<file path="config.mk">
export PLATFORM = sky130hd
export DESIGN_NAME = eth_rx_addr_filter
export DESIGN_NICKNAME = d
export VERILOG_FILES = /design/src/rtl/eth_rx_addr_filter.sv
export SDC_FILE = /design/constraint.sdc
export NUM_CORES = 1
export LEC_CHECK = 0
export BUFFER_PORTS_ARGS = -buffer_cell sky130_fd_sc_hd__buf_2
export CORE_MARGIN = 2
export CORE_UTILIZATION = 64
export CTS_CLUSTER_SIZE = 14
export DETAILED_ROUTE_END_ITERATION = 7
export PLACE_DENSITY_LB_ADDON = 0.15
export SETUP_SLACK_MARGIN = 0.3
export SLEW_MARGIN = 20
export SYNTH_ARGS = -nofsm -noshare
export SYNTH_HDL_FRONTEND = slang
export SYNTH_SLANG_ARGS = --single-unit
</file>
<file path="constraint.sdc">
create_clock -name clk -period 12.27 [get_ports clk]
set_input_delay 3.0675 -clock clk [delete_from_list [all_inputs] [get_ports clk]]
set_output_delay 3.0675 -clock clk [all_outputs]
set_load 0.005 [all_outputs]
</file>
<file path="src/rtl/eth_rx_addr_filter.sv">
module eth_rx_addr_filter #(
  parameter int SLOTS = 4,
  parameter int HBITS = 6
) (
  input  logic        clk,
  input  logic        rst_n,
  input  logic        frm_valid,
  input  logic [47:0] dst_addr,
  input  logic [15:0] len_type,
  input  logic [15:0] pay_len,
  input  logic        promisc_en,
  input  logic        bcast_en,
  input  logic        mcast_en,
  input  logic        lencheck_en,
  input  logic        cfg_we,
  input  logic [2:0]  cfg_op,
  input  logic [1:0]  cfg_slot,
  input  logic [47:0] cfg_data,
  output logic        dec_valid,
  output logic        dec_accept,
  output logic [2:0]  dec_code
);
  localparam int HSIZE = 1 << HBITS;
  localparam logic [2:0] C_BC = 3'd4, C_HASH = 3'd5, C_PROM = 3'd6, C_REJ = 3'd7;
  localparam logic [15:0] TYPE_MIN = 16'h0600;

  function automatic logic [HBITS-1:0] fold(input logic [47:0] a);
    logic [HBITS-1:0] r;
    r = '0;
    for (int k = 0; k < 48; k += HBITS) r ^= HBITS'(a >> k);
    return r;
  endfunction

  logic [47:0]      slot_a [SLOTS];
  logic [SLOTS-1:0] slot_v;
  logic [HSIZE-1:0] hash_q;
  logic [SLOTS-1:0] hit;
  logic [2:0]       code_d;

  wire is_bc    = &dst_addr;
  wire hash_hit = mcast_en && dst_addr[40] && !is_bc && hash_q[fold(dst_addr)];
  wire len_bad  = lencheck_en && (len_type < TYPE_MIN) && (len_type != pay_len);

  for (genvar i = 0; i < SLOTS; i++) begin : g_slot
    assign hit[i] = slot_v[i] && (slot_a[i] == dst_addr);
    always_ff @(posedge clk) begin
      if (!rst_n) begin
        slot_v[i] <= 1'b0;
        slot_a[i] <= '0;
      end else if (cfg_we && cfg_slot == 2'(i)) begin
        if (cfg_op == 3'd0) begin
          slot_a[i] <= cfg_data;
          slot_v[i] <= 1'b1;
        end else if (cfg_op == 3'd1) begin
          slot_v[i] <= 1'b0;
        end
      end
    end
  end

  always_ff @(posedge clk) begin
    if (!rst_n) hash_q <= '0;
    else if (cfg_we) begin
      case (cfg_op)
        3'd2: hash_q[fold(cfg_data)] <= 1'b1;
        3'd3: hash_q[fold(cfg_data)] <= 1'b0;
        3'd4: hash_q <= '0;
        default: ;
      endcase
    end
  end

  always_comb begin
    code_d = promisc_en ? C_PROM : C_REJ;
    if (!len_bad) begin
      if (hash_hit) code_d = C_HASH;
      if (is_bc && bcast_en) code_d = C_BC;
      for (int i = SLOTS - 1; i >= 0; i--)
        if (hit[i]) code_d = 3'(i);
    end
  end

  always_ff @(posedge clk) begin
    if (!rst_n) begin
      dec_valid  <= 1'b0;
      dec_accept <= 1'b0;
      dec_code   <= C_REJ;
    end else begin
      dec_valid  <= frm_valid;
      dec_accept <= frm_valid && (code_d != C_REJ);
      dec_code   <= frm_valid ? code_d : C_REJ;
    end
  end
endmodule


</file>
==> flow_summary_export.csv, run 1 <==
group,metric,value,unit
sta,finalCriticalPeriod,5830,ps
sta,hold_viol,0,
die,row_count,55,
clock_network,cts_buffers,28,
sta,finalSetupViolCount,0,
die,die_height,155,um
setup_path,cp_data_arrival_time,6260,ps
clock_network,cts_sinks,265,
global_routing,grt_pass1_vias,10500,
pwr,finalPower,2.31,mW
drt,routed-via-count,10900,
setup_path,end_kind,"register",
placed_design,dp_hpwl,29.6,mm
clock_network,cts_resized,0,
global_routing,grt_pass1_wl,63.8,mm
setup_path,cp.required,12700,ps
global_routing,grt_antenna_before_repair,1,
placed_design,placedCellCount,1697,
die,core_area,22400,sq um
sta,worst_slack,6440,ps
pwr,p_per_area,142,nW/um^2
placed_design,routabilityCongestion,0.948,
worst_hold_path,holdPathStages,2,
global_routing,grt_max_degree,75,
die,initial_core_util,64.7,%
worst_hold_path,holdCritStartpoint,"hash_q[41]",
clock_network,cts_root_buf,"clkbuf_16",
die,die_w,155,um
pwr,ir_drop,111,uV
worst_hold_path,holdPathEnd,"hash_q[41]",
die,die_area,23900,sq um
setup_path,path_class,"in2reg",
synth,synth_nets,1487,
sta,tightestPinTransition,1070,ps
sta,finalCritPeriodShare,47.6,%
synth,yosysSeqAreaShare,49.8,%
layout,final_core_utilization,72.6,%
layout,antennaDiodeCount,0,
pwr,p_leak,5.92,nW
setup_path,worstReg2RegStart,"slot_a[1][20]",
synth,yosys_warnings,0,
status,status,"finished clean",
clock_network,cts_hold_buf,0,
clock_network,cts_buffer_depth,3,
synth,syn_area,14500,sq um
layout,final_common_cell,"and2_1",
sta,rsz0062_at_grt,"false",
layout,regArea,7230,sq um
synth,synth_cell_types,51,
synth,yosys.area.top_type,"edfxtp_1",
clock_network,post_cts_buffers,0,
global_routing,overflow,0,
layout,drive_gt1_share,15.2,%
layout,area_growth,12.3,%
drt,drcViolationCount,0,
sta,fin_setup_tns,0,ps
synth,post_synth_inst_count,1346,
synth,synth_flop_cell,"edfxtp_1",
synth,synth-edff-count,192,
flow_run,drv_cap,0,
worst_hold_path,min-delay-path-class,"reg2reg",
layout,finalNonFillerCells,1746,
setup_path,start_kind,"input pin",
drt,post_drt_wl_per_cell,24.8,um
placed_design,port_buffers,145,
synth,avgSynthCellArea,10.8,sq um
synth,netlist.area_leader.share,39.8,%
sta,finalMaxSlewViolations,0,
clock_network,clk_latency,550,ps
layout,nets,1583,
clock_network,cts_tree,"yes",
setup_path,path_cells,"buf_2 -> xor2_1 -> xnor2_1 -> xnor2_2 -> buf_4 -> mux4_1 -> a22oi_1 -> a2111oi_0 -> a31oi_1 -> o31ai_1 -> o31a_1 -> a211o_1",
drt,drtAntennaViolNets,0,
setup_path,r2r_slack,9210,ps
synth,ys_ff_latch,265,
layout,multi_input_area,6840,sq um
setup_path,rr_worst_depth,6,
die,io-pin-count,146,
drt,drtIter0Drc,1449,
clock_network,path_clk_slew,60,ps
setup_path,cp_max_fo,16,
clock_network,h-tree-depth,1,
sta,timing.slew.headroom,28.3,%
placed_design,place_ws,5940,ps
drt,firstDrtPassIters,5,
setup_path,slowest_delay,610,ps
drt,post_drt_via_cell_ratio,6.27,
layout,final_cell_mix,"and2_1 (196), edfxtp_1 (192), xnor2_1 (169)",
setup_path,timing.rr.end,"dec_accept",
layout,filler_cell_count,1603,
synth,synth.area.top_cells,"edfxtp_1 (40%), xnor2_1 (10%), dfxtp_1 (10%)",
synth,async_flop_share,0,%
setup_path,crit_path_top_delay_cell,"mux4_1",
drt,wl,43.3,mm
sta,clock-skew-final,8.54,ps
global_routing,grt_usage,35.9,%
sta,max_freq,171,MHz
per-layer routing:
layer  global-route usage, %  up-vias  wire length (um)
li1                        -     4891                 -
met2                    56.0      630             19800
met1                    49.8     5350             16900
met5                       0        -                10
met4                    10.8        2              1210
met3                    9.47       76              5270
worst max-delay path by stage:
stage	depth (start not counted)	slack [ps]	startpoint	endpoint
6_report	12	6440	dst_addr[36]	dec_accept
5_1_grt	12	6340	dst_addr[30]	dec_accept
4_1_cts	10	6500	dst_addr[40]	dec_accept
3_5_place_dp	10	5940	dst_addr[40]	dec_accept
3_3_place_gp	10	6080	dst_addr[40]	dec_accept
2_1_floorplan	2	4570	cfg_op[2]	slot_a[2][0]
flip-flops by register name, indices dropped and copies added (netlist names):
register	flops
dec_accept	1
dec_code	3
dec_valid	1
hash_q	64
slot_a	192
slot_v	4
power breakdown:
part           leakage (nW)  internal (mW)  switching, mW  total [mW]
Clock                 0.444          0.509          0.348       0.858
Combinational          3.06          0.141          0.297       0.438
Sequential             2.42          0.997         0.0176        1.02
cell type report:
class,instances,share of cell area (%)
Inverter,17,0.392
Timing Repair Buffer,167,5.47
Tap cell,285,2.19
Clock buffer,33,4.55
Sequential cell,265,44.4
Multi-Input combinational cell,963,42.0
Clock inverter,16,1.04
cells in the mapped netlist, types with 5 or more instances:
cell type and number:
nor3_1 6, nand2_1 89, nand4_1 40, edfxtp_1 192
a21boi_0 65, o21ai_0 70, a21oi_1 66, xnor2_1 170
a2111oi_0 5, mux4_1 16, nor2_1 27, xor2_1 113
dfxtp_1 73, clkbuf_1 84, nand3_1 11, inv_1 17
and2_1 196, nor4_1 40
cell families (layout without fill, tap and decap cells):
logic type	after synthesis	count (layout)	synth area share [%]
DFF	265	265	49.8
muxes	21	21	3.25
AOI/OAI and AO/OA	236	236	10.0
xor gates and xnor gates	284	284	17.2
buffers and inverters	118	233	3.55
and+or+nand+nor	422	422	16.2
worst max-delay path, delay by kind of cell:
kind	cells	cell delay [ps]
AO/OA/AOI/OAI	6	1260
XOR/XNOR	3	860
multiplexers	1	610
buffers and inverters	2	450
through the flow:
stage	hold WS [ps]	area [sq um]
after CTS	482	16300
after detailed placement	474	15400
after global placement	461	15400
after floorplan	444	14500
after global routing	503	16300
final	485	16300
(Power assumes the default switching activity.)
==> run 2, diff against run 1 <==
--- a/config.mk
+++ b/config.mk
@@ -5,9 +5,10 @@
 export SDC_FILE = /design/constraint.sdc
 export NUM_CORES = 1
 export LEC_CHECK = 0
+export ABC_AREA = 1
 export BUFFER_PORTS_ARGS = -buffer_cell sky130_fd_sc_hd__buf_2
 export CORE_MARGIN = 2
-export CORE_UTILIZATION = 64
+export CORE_UTILIZATION = 60
 export CTS_CLUSTER_SIZE = 14
 export DETAILED_ROUTE_END_ITERATION = 7
 export PLACE_DENSITY_LB_ADDON = 0.15
==> constraint.sdc (replaced) <==
create_clock -name clk -period 6.01 [get_ports clk]
set_input_delay 1.5025 -clock clk [delete_from_list [all_inputs] [get_ports clk]]
set_output_delay 1.5025 -clock clk [all_outputs]
set_load 0.005 [all_outputs]
==> flow_summary_export.csv, run 2 <==
group,metric,value,unit
status,status,"finished clean",
drt,post_drt_wl_per_cell,26.1,um
clock_network,path_clk_slew,70,ps
placed_design,port_buffers,145,
die,die_area,25700,sq um
sta,worst_slack,1770,ps
layout,nets,1996,
setup_path,timing.rr.end,"dec_accept",
synth,synthTopCellsByCount,"nor2_1 (343), nand2_1 (216), edfxtp_1 (192), inv_1 (191), nand3_1 (102)",
synth,synth_flop_cell,"edfxtp_1",
synth,async_flop_share,0,%
die,core_area,24200,sq um
layout,drive_gt1_share,14.0,%
pwr,pwr-share-seq,42.2,%
pwr,p_switching,1.58,mW
setup_path,cp.required,6430,ps
setup_path,start_kind,"input pin",
worst_hold_path,holdPathStages,2,
flow_run,drv_cap,0,
drt,wl,57.5,mm
synth,yosys.cell_count.top_type,"nor2_1",
global_routing,grt_max_degree,53,
pwr,clkPwrFrac,38.2,%
pwr,comb_power_share,19.6,%
clock_network,cts_hold_buf,0,
clock_network,cts_buffers,29,
pwr,ir_drop,257,uV
synth,synth_nets,1882,
synth,ys_ff_latch,265,
pwr,power_switching_share,31.7,%
pwr,p_per_area,299,nW/um^2
global_routing,use_met1,64.1,%
clock_network,cts_root_buf,"clkbuf_16",
synth,yosys_warnings,0,
worst_hold_path,holdCritStartpoint,"hash_q[46]",
die,initial_core_util,60.7,%
global_routing,grt_pass1_vias,13100,
layout,largest_reg_flops,192,
drt,drcViolationCount,0,
sta,timing.slew.headroom,33.7,%
worst_hold_path,holdPathEnd,"hash_q[46]",
layout,final_cell_mix,"nor2_1 (343), nand2_1 (215), edfxtp_1 (192)",
synth,synth-edff-count,192,
worst_hold_path,min-delay-path-class,"reg2reg",
synth,avgSynthCellArea,8.43,sq um
sta,tightestPinTransition,991,ps
synth,netlist.area_leader.share,39.3,%
clock_network,clk_latency,570,ps
setup_path,cp_data_arrival_time,4660,ps
drt,post_drt_via_cell_ratio,6.44,
layout,reg.largest.list,"slot_a (192), hash_q (64), slot_v (4)",
clock_network,cts_tree,"yes",
sta,rsz0062_at_grt,"false",
drt,routed-via-count,14200,
setup_path,r2r_slack,2980,ps
setup_path,path_class,"in2reg",
setup_path,cp_max_fo,12,
layout,final_cell_area,16600,sq um
global_routing,grt_usage,44.1,%
pwr,p_leak,6.70,nW
placed_design,placed_area,15600,sq um
sta,finalCritPeriodShare,70.6,%
die,die_w,160,um
clock_network,cts_resized,0,
layout,final_common_cell,"nor2_1",
drt,firstDrtPassIters,8,
sta,fin_setup_tns,0,ps
setup_path,worstReg2RegStart,"slot_a[2][22]",
sta,clock-skew-final,20.6,ps
sta,finalSetupViolCount,0,
layout,area_growth,13.2,%
synth,yosys.area.top_type,"edfxtp_1",
placed_design,routabilityCongestion,1.09,
sta,hold_viol,0,
die,io-pin-count,146,
synth,syn_area,14700,sq um
layout,largest_register,"slot_a",
placed_design,place_ws,1500,ps
die,row_count,57,
synth,synth.area.top_cells,"edfxtp_1 (39%), dfxtp_1 (10%), nor2_1 (8.8%)",
synth,yosysSeqAreaShare,49.2,%
drt,drtIter0Drc,2429,
global_routing,grt_pass1_wl,83.4,mm
layout,finalNonFillerCells,2202,
global_routing,grt_antenna_before_repair,1,
global_routing,overflow,0,
global_routing,grt_use_met3,15.1,%
setup_path,end_kind,"register",
sta,finalMaxSlewViolations,0,
clock_network,h-tree-depth,1,
clock_network,cts_buffer_depth,3,
drt,drtAntennaViolNets,0,
sta,max_freq,236,MHz
placed_design,dp_hpwl,42.7,mm
synth,post_synth_inst_count,1741,
layout,final_core_utilization,68.7,%
clock_network,post_cts_buffers,0,
pwr,p_int,3.40,mW
sta,finalCriticalPeriod,4240,ps
die,die_height,160,um
placed_design,placedCellCount,2148,
pwr,finalPower,4.98,mW
global_routing,met2_usage,62.4,%
clock_network,cts_sinks,265,
global_routing,top_usage_layer,"met1",
synth,synth_cell_types,47,
setup_path,rr_worst_depth,12,
sta,fin_hold_ws,476,ps
==> run 2: cell count changes after synthesis, moves of 36 or more <==
| cell | change |
|---|---|
| a21boi_0 | -64 |
| and2_1 | -195 |
| clkbuf_1 | -36 |
| inv_1 | +174 |
| nand2_1 | +127 |
| nand3_1 | +91 |
| nor2_1 | +316 |
| o22ai_1 | +37 |
| xnor2_1 | -114 |
==> run 2: cell families after synthesis <==
family | share of synthesized area [%]
AO/OA/AOI/OAI | 12.1
XOR/XNOR | 8.27
buffers and inverters | 7.79
flip-flops | 49.2
AND/OR/NAND/NOR | 22.6
==> run 2: critical path, cell delays in order <==
cell	delay (ps)
buf_2	110
xnor2_1	400
xor2_1	470
xor2_1	230
xor2_1	760
inv_1	200
nor2_1	150
inv_1	170
nor3_1	370
a21oi_1	120
o21ai_0	110
a21oi_1	80
==> run 2: power by group through the flow <==
stage | Sequential, mW | Combinational (mW) | Clock [mW]
after floorplan | 2.11 | 0.579 | 0
after global placement | 2.13 | 0.908 | 0
after detailed placement | 2.13 | 0.914 | 0
after CTS | 2.10 | 0.921 | 1.87
after global routing | 2.10 | 1.02 | 1.95
final | 2.10 | 0.973 | 1.90
==> run 2: how the worst max path moves through the flow <==
stage | from | endpoint | slack, ps | cells past startpoint
after floorplan | cfg_op[2] | slot_a[0][0] | 1430 | 5
after global placement | cfg_data[18] | hash_q[11] | 1520 | 12
after detailed placement | cfg_data[18] | hash_q[11] | 1500 | 12
after CTS | cfg_data[18] | hash_q[11] | 1980 | 12
after global routing | cfg_data[18] | hash_q[7] | 1750 | 12
final | cfg_data[18] | hash_q[11] | 1770 | 12
==> run 2: cell type report <==
cell class | instances | area, sq um
clock inverters | 22 | 248
flip-flops and latches | 265 | 7230
repair buffers | 158 | 823
well taps | 324 | 405
fillers | 1997 | 7560
inverters | 207 | 782
clock buffers | 31 | 743
diodes | 1 | 2.50
multi-input cells | 1194 | 6380
==> run 2: metal layers <==
| metal | share of wire [%] | vias to the layer above |
|---|---|---|
| li1 | - | 6110 |
| met1 | 38 | 6623 |
| met2 | 40 | 1289 |
| met3 | 18 | 161 |
| met4 | 3.8 | 0 |
| met5 | 0 | - |
